$ cat src/rtl/nib_tx_pkg.sv
package nib_tx_pkg;

    typedef enum logic [2:0] {
        S_IDLE,
        S_START,
        S_LO,
        S_HI,
        S_GAP
    } tx_state_t;

endpackage

$ cat src/rtl/nib_tx_gapcnt.sv
module nib_tx_gapcnt #(
    parameter int IFG_CYC = 24
) (
    input  logic clk,
    input  logic rst_n,
    input  logic run,
    output logic done
);
    localparam int CW = $clog2(IFG_CYC + 1);
    // Low cycles = two edges of leaving plus the count, so stop at IFG_CYC-3
    localparam logic [CW-1:0] LIMIT = CW'(IFG_CYC - 3);

    logic [CW-1:0] cnt_q;

    always_ff @(negedge clk or negedge rst_n) begin
        if (!rst_n)
            cnt_q <= '0;
        else if (!run)
            cnt_q <= '0;
        else if (!done)
            cnt_q <= cnt_q + 1'b1;
    end

    assign done = (cnt_q == LIMIT);

    AST_GAP_CNT_BOUND: assert property (@(negedge clk) disable iff (!rst_n)
        run |-> (cnt_q <= LIMIT));

endmodule

$ cat src/rtl/nib_tx_datapath.sv
module nib_tx_datapath
    import nib_tx_pkg::*;
#(
    parameter int BYTE_W = 8
) (
    input  logic              clk,
    input  logic              rst_n,
    input  logic              rd_n,
    input  logic [BYTE_W-1:0] buf_data,
    input  logic              buf_last,
    input  tx_state_t         state,
    output logic [BYTE_W/2-1:0] txd,
    output logic              last_q
);
    localparam int NIB_W = BYTE_W / 2;

    logic [BYTE_W-1:0] byte_q;

    // Strobe is low for one cycle; the edge that releases it latches the byte
    always_ff @(negedge clk or negedge rst_n) begin
        if (!rst_n) begin
            byte_q <= '0;
            last_q <= 1'b0;
        end else if (!rd_n) begin
            byte_q <= buf_data;
            last_q <= buf_last;
        end
    end

    always_comb begin
        unique case (state)
            S_LO:    txd = byte_q[NIB_W-1:0];
            S_HI:    txd = byte_q[BYTE_W-1:NIB_W];
            default: txd = '0;
        endcase
    end

endmodule

$ cat src/rtl/nib_tx_fsm.sv
module nib_tx_fsm
    import nib_tx_pkg::*;
(
    input  logic      clk,
    input  logic      rst_n,
    input  logic      buf_empty,
    input  logic      last_q,
    input  logic      gap_done,
    output tx_state_t state,
    output logic      rd_n,
    output logic      txen
);
    tx_state_t state_d;
    logic      fetch;
    logic      more_q;
    logic      rd_n_d;

    assign fetch = !last_q && !buf_empty;

    always_comb begin
        state_d = state;
        unique case (state)
            S_IDLE:  if (!buf_empty) state_d = S_START;
            S_START: state_d = S_LO;
            S_LO:    state_d = S_HI;
            S_HI:    state_d = more_q ? S_LO : S_GAP;
            S_GAP:   if (gap_done) state_d = S_IDLE;
            default: state_d = S_IDLE;
        endcase
    end

    always_comb begin
        rd_n_d = !((state == S_IDLE && !buf_empty) || (state == S_LO && fetch));
    end

    always_ff @(negedge clk or negedge rst_n) begin
        if (!rst_n) begin
            state  <= S_IDLE;
            rd_n   <= 1'b1;
            more_q <= 1'b0;
        end else begin
            state <= state_d;
            rd_n  <= rd_n_d;
            if (state == S_LO)
                more_q <= fetch;
        end
    end

    always_comb begin
        unique case (state)
            S_LO, S_HI: txen = 1'b1;
            default:    txen = 1'b0;
        endcase
    end

    AST_STROBE_SINGLE: assert property (@(negedge clk) disable iff (!rst_n)
        !rd_n |=> rd_n);
    AST_LO_THEN_HI: assert property (@(negedge clk) disable iff (!rst_n)
        (state == S_LO) |=> (state == S_HI));
    AST_LAST_CLOSES: assert property (@(negedge clk) disable iff (!rst_n)
        (state == S_HI && last_q) |=> (state == S_GAP));
    AST_EMPTY_NO_READ: assert property (@(negedge clk) disable iff (!rst_n)
        (state == S_LO && buf_empty) |=> rd_n);
    AST_TXEN_AFTER_READ: assert property (@(negedge clk) disable iff (!rst_n)
        $rose(txen) |-> $past(!rd_n));
    AST_NO_READ_IN_GAP: assert property (@(negedge clk) disable iff (!rst_n)
        (state == S_GAP) |-> rd_n);

endmodule

$ cat src/rtl/nib_tx.sv
module nib_tx
    import nib_tx_pkg::*;
#(
    parameter int IFG_CYC = 24
) (
    input  logic       clk,
    input  logic       rst_n,
    input  logic [7:0] buf_data,
    input  logic       buf_last,
    input  logic       buf_empty,
    output logic       buf_rd_n,
    output logic [3:0] txd,
    output logic       txen
);
    tx_state_t state;
    logic      last_q;
    logic      gap_done;

    nib_tx_fsm u_fsm (
        .clk       (clk),
        .rst_n     (rst_n),
        .buf_empty (buf_empty),
        .last_q    (last_q),
        .gap_done  (gap_done),
        .state     (state),
        .rd_n      (buf_rd_n),
        .txen      (txen)
    );

    nib_tx_datapath #(.BYTE_W(8)) u_dp (
        .clk      (clk),
        .rst_n    (rst_n),
        .rd_n     (buf_rd_n),
        .buf_data (buf_data),
        .buf_last (buf_last),
        .state    (state),
        .txd      (txd),
        .last_q   (last_q)
    );

    nib_tx_gapcnt #(.IFG_CYC(IFG_CYC)) u_gap (
        .clk   (clk),
        .rst_n (rst_n),
        .run   (state == S_GAP),
        .done  (gap_done)
    );

    AST_IDLE_TXD_ZERO: assert property (@(negedge clk) disable iff (!rst_n)
        !txen |-> (txd == 4'h0));

endmodule

$ cat config.mk
export PLATFORM = sky130hd
export DESIGN_NAME = nib_tx
export DESIGN_NICKNAME = d
export VERILOG_FILES = /design/src/rtl/nib_tx_pkg.sv /design/src/rtl/nib_tx_gapcnt.sv /design/src/rtl/nib_tx_datapath.sv /design/src/rtl/nib_tx_fsm.sv /design/src/rtl/nib_tx.sv
export SDC_FILE = /design/constraint.sdc
export NUM_CORES = 1
export LEC_CHECK = 0
export CAP_MARGIN = 40
export CORE_MARGIN = 5
export CORE_UTILIZATION = 46
export CTS_CLUSTER_SIZE = 24
export DETAILED_ROUTE_END_ITERATION = 6
export GPL_ROUTABILITY_DRIVEN = 0
export PLACE_DENSITY = 0.84
export SKIP_LAST_GASP = 1
export SYNTH_ARGS = -nofsm -noshare
export SYNTH_HDL_FRONTEND = slang
export SYNTH_SLANG_ARGS = --single-unit
$ cat constraint.sdc
create_clock -name clk -period 3.3 [get_ports clk]
set_input_delay 0.33 -clock clk [delete_from_list [all_inputs] [get_ports clk]]
set_output_delay 0.33 -clock clk [all_outputs]
set_load 0.005 [all_outputs]
[After elaboration in Yosys (flattened, before gate mapping)]
Cells that the tools add are included.
Word-level totals
  output and inout port bits: 6
  input port bits: 12
  flip-flop bits (word level): 19
Operators by class
  multiplexer cells: 8
  equality and inequality tests: 8
  reductions and logical operators: 10
  $add $sub $neg: 1
Operators by type and width (number)
  $pmux 3 s5: 1
  $mux 5: 2
  $mux 3: 3
  $pmux 4 s2: 1
  $eq 3x2->1 const B: 2
  $ne 2x2->1 const B: 3
  $add 5x1->5 const B: 1
  $eq 5x5->1 const B: 1
  $eq 3x1->1 const B: 1
  $eq 3x3->1 const B: 1
  $logic_and 1x1->1: 3
  $logic_not 1->1: 3
  $logic_not 3->1: 1
  $reduce_and 2->1: 1
  $reduce_or 2->1: 1
  $logic_or 1x1->1: 1
  $mux 1: 1

[Logic depth before layout (Yosys ltp)]
Gate-level depths: netlist of the first run.
  word-level depth: 5
  gate-level depth with buffers: 5
  gate-level depth less buffers: 5

[Hierarchy]
From an unflattened synthesis of the first run, not the netlist that was laid out.
Second synthesis, totals
  cell total of the unflattened synthesis: 72
  area total of the unflattened synthesis: 940.9 um2
By module, submodules not included
  nib_tx_datapath: seq. area each 225.2 um2, cells an instance 29, instances 1, area an instance 437.9 um2
  nib_tx_gapcnt: seq. area each 125.1 um2, cells an instance 24, instances 1, area an instance 272.8 um2
  nib_tx_fsm: seq. area each 126.4 um2, cells an instance 18, instances 1, area an instance 217.7 um2
  nib_tx: seq. area each 0.0 um2, cells an instance 1, instances 1, area an instance 12.5 um2

==> results of run 1 <==
==> cells by family (layout without fill, tap and decap cells) <==
kind of cell               count (synthesis)  after routing  share of synthesized area [%]
and+or+nand+nor                           18             18                           12.6
DFF                                       19             19                           53.5
AOI/OAI and AO/OA                          7              7                           7.73
xor gates and xnor gates                   4              4                           3.93
adders and majority gates                  2              2                           2.81
buffers and inverters                      6             38                           3.51
muxes                                     13             13                           15.9
==> synth_stat cells, drive strengths merged <==
cell	n
o21ai	1
buf	2
a21oi	1
dfstp	1
xor2	2
a2111o	1
mux2i	4
inv	4
nand3	3
nor2	10
o41ai	1
nand4b	1
nand2b	1
nand2	2
o31ai	1
nor3	1
dfrtn	18
ha	2
mux2	9
xnor2	2
a211oi	2
==> worst register-to-register path: stages (launching register included) <==
cell and delay, ns:
dfrtn_1 0.52, buf_6 0.13, buf_4 0.09, buf_4 0.15
nor2_4 0.05, nand3_1 0.11, o31ai_1 0.08
==> repair_timing <==
action                     in CTS  in global routing
setup endpoints to repair       6                  4
gates resized for setup        15                  7
pin swaps                       1                  2
buffers inserted                7                  2
==> routing by layer <==
layer	global-route usage [%]	part of all wire [%]
met5	0	0
met4	3.73	0
met3	3.60	5.0
met2	26.4	52
met1	16.2	43
==> stage by stage <==
stage / instance area [um2] / hold slack, ns / setup slack (ns) / utilization [%]
global placement: 1120 / 0.453 / 0.0877 / 59.1
finish: 1190 / 0.460 / 0.0227 / 62.8
CTS: 1200 / 0.460 / -0.0963 / 63.0
floorplan: 891 / 0.439 / 0.553 / -
global route: 1190 / 0.482 / -0.0497 / 62.8
detailed placement: 1120 / 0.457 / 0.0598 / 59.1
==> how the worst max path moves through the flow <==
stage	startpoint	end	slack [ns]	cells past startpoint
6_report	u_fsm.state[0]$_DFFE_NN0P_	txd[1]	0.02	4
5_1_grt	u_fsm.state[0]$_DFFE_NN0P_	txd[0]	-0.05	4
4_1_cts	u_fsm.state[0]$_DFFE_NN0P_	txd[0]	-0.1	6
3_5_place_dp	u_fsm.state[0]$_DFFE_NN0P_	txd[1]	0.06	3
3_3_place_gp	u_fsm.state[0]$_DFFE_NN0P_	txd[1]	0.09	3
2_1_floorplan	u_fsm.state[0]$_DFFE_NN0P_	txd[0]	0.55	3
==> power groups by stage <==
stage | clock network [mW] | registers, mW | logic [mW]
2_1_floorplan | 0.00379 | 0.382 | 0.243
3_3_place_gp | 0.00379 | 0.392 | 0.380
3_5_place_dp | 0.00379 | 0.397 | 0.394
4_1_cts | 0.120 | 0.389 | 0.443
5_1_grt | 0.132 | 0.405 | 0.484
6_report | 0.120 | 0.389 | 0.441
==> cell type report <==
cell class / instances / area, um2 / area share [%]
flip-flops and latches: 19 / 477 / 39.9
clock inverters: 2 / 7.51 / 0.628
well taps: 27 / 33.8 / 2.83
clock buffers: 3 / 22.5 / 1.88
multi-input cells: 44 / 383 / 32.0
repair buffers: 30 / 260 / 21.8
inverters: 3 / 11.3 / 0.942
==> sequential cells by signal (all words and copies together), names as in the netlist <==
signal        flops
u_dp.byte_q       8
u_gap.cnt_q       5
u_fsm.state       3
u_dp.last_q       1
u_fsm.more_q      1
u_fsm.rd_n        1
==> flow_metrics.tcl, run 1 <==
set metrics [dict create \
    worstHoldPathCells 1 \
    p_leak_nw 0.581 \
    cts.sinks 19 \
    dr.first_iter.drc_count 3 \
    rsz0062_at_grt "true" \
    critPathTopFamily "flip-flops" \
    cp-start-kind "flip-flop" \
    initial_core_util_pct 46.8 \
    core.rowCount 16 \
    hp-class "reg -> reg" \
    setup_tns_ns 0 \
    drcViolationCount 0 \
    dp_hpwl_mm 1.27 \
    syn_area_per_cell_um2 12.9 \
    synth_area_leaders "dfrtn_1 (51%), mux2_2 (11%), mux2i_1 (4.5%), nor2_1 (3.8%), dfstp_2 (2.9%)" \
    vias_per_cell 4.73 \
    setup_violations 0 \
    netlist_instances 69 \
    dieArea_mm2 0.00292 \
    routed_wl_mm 1.71 \
    powerDensity_mw_per_mm2 795 \
    synth_seq_cells 19 \
    slew-limit-headroom_pct 82.3 \
    r2r_slack_ns 2.03 \
    status "finished clean" \
    p_sw_share_pct 33.0 \
    clkLatencyLatePin_ns 0.36 \
    ios 18 \
    cts_buffer_depth 2 \
    end_kind "output port" \
    syn2layout_area_growth_pct 34.1 \
    final_common_cell "dfrtn_1" \
    fin_skew_ns 0.0720 \
    grt_usage_pct 14.3 \
    die_h_um 54.0 \
    slowest_delay_ns 0.52 \
    hold_start "u_dp.byte_q[5]$_DFFE_NN0N_" \
    r2r_start "u_fsm.state[0]$_DFFE_NN0P_" \
    grt_overflow_total 0 \
    yosys_warnings 0 \
    synth.net_count 83 \
    yosys.area.top_type_share_pct 50.6 \
    path_buf_inv 2 \
    grt_pass1_wl_mm 2.98 \
    h-tree-depth 1 \
    port_buffers 17 \
    num-nets-final 116 \
    cap_violations 0 \
    cpMaxStageDelayCell "dfrtn_1" \
    syn-cell-area_um2 891 \
    avgRoutedWirePerCell_um 13.4 \
    finalHoldViolations 0 \
    postRouteAntennaNets 0 \
    die_w_um 54.0 \
    cts.clk_slew.worst_paths_ns 0.07 \
    yosysSeqAreaShare_pct 53.5 \
    reg2reg_to "u_fsm.state[2]$_DFFE_NN0P_" \
    internal_power_uw 637 \
    vdd_drop_max_mv 0.509 \
    coreArea_mm2 0.00190 \
    slew_viol_final 0 \
    path_cells "buf_6 > mux2i_1 > nor2_1 > clkbuf_2" \
    hold_buffers 0 \
    placed_cells 117 \
    cp.required_ns 2.97 \
    first_pass_iters 4 \
    power.share.sequential_pct 41.0 \
    instances_no_fill 128 \
    critPathKind "reg -> out" \
    ys_types 25 \
    p_total_uw 950 \
    tightest_slew_ns 0.265 \
    cts_buffers 3 \
    root_buffer "clkbuf_4" \
    crit_path_max_fanout 4 \
    p_switching_uw 313 \
    antenna_found_initial 0 \
    grt_max_degree 11 \
    pwr-share-clk_pct 12.6 \
    reg2reg_depth 6 \
    cp_data_arrival_time_ns 2.95 \
    synth.largest_area_cell "dfrtn_1" \
    p_comb_share_pct 46.5 \
    fillers 158 \
    final_cell_mix "dfrtn_1 (18), clkdlybuf4s50_1 (11), nor2_1 (9), mux2_2 (9), buf_4 (9)" \
    drive_above_1_share_pct 36.6 \
    grt_pass1_vias 696 \
    min_to "u_dp.byte_q[5]$_DFFE_NN0N_" \
    vias 606 \
    antenna_cells 0 \
    cts_tree "yes" \
]
No activity file was read; power rests on OpenSTA's default activity.
==> run 2: changes to the inputs <==
MAX_ROUTING_LAYER = met4   (was unset)
==> results of run 2 <==
No change in the layout: final DEF, timing and power equal those of run 1.
Main changes from that run: via count of the first global-routing pass 696 -> 697; overall routing resource usage 14.3% -> 14.7%
==> run 3: changes to the inputs <==
GPL_ROUTABILITY_DRIVEN = 1   (was 0)
==> results of run 3 <==
No change in the layout: final DEF, timing and power equal those of run 1.
Main changes from that run: via count of the first global-routing pass 696 -> 697; overall routing resource usage 14.3% -> 14.7%
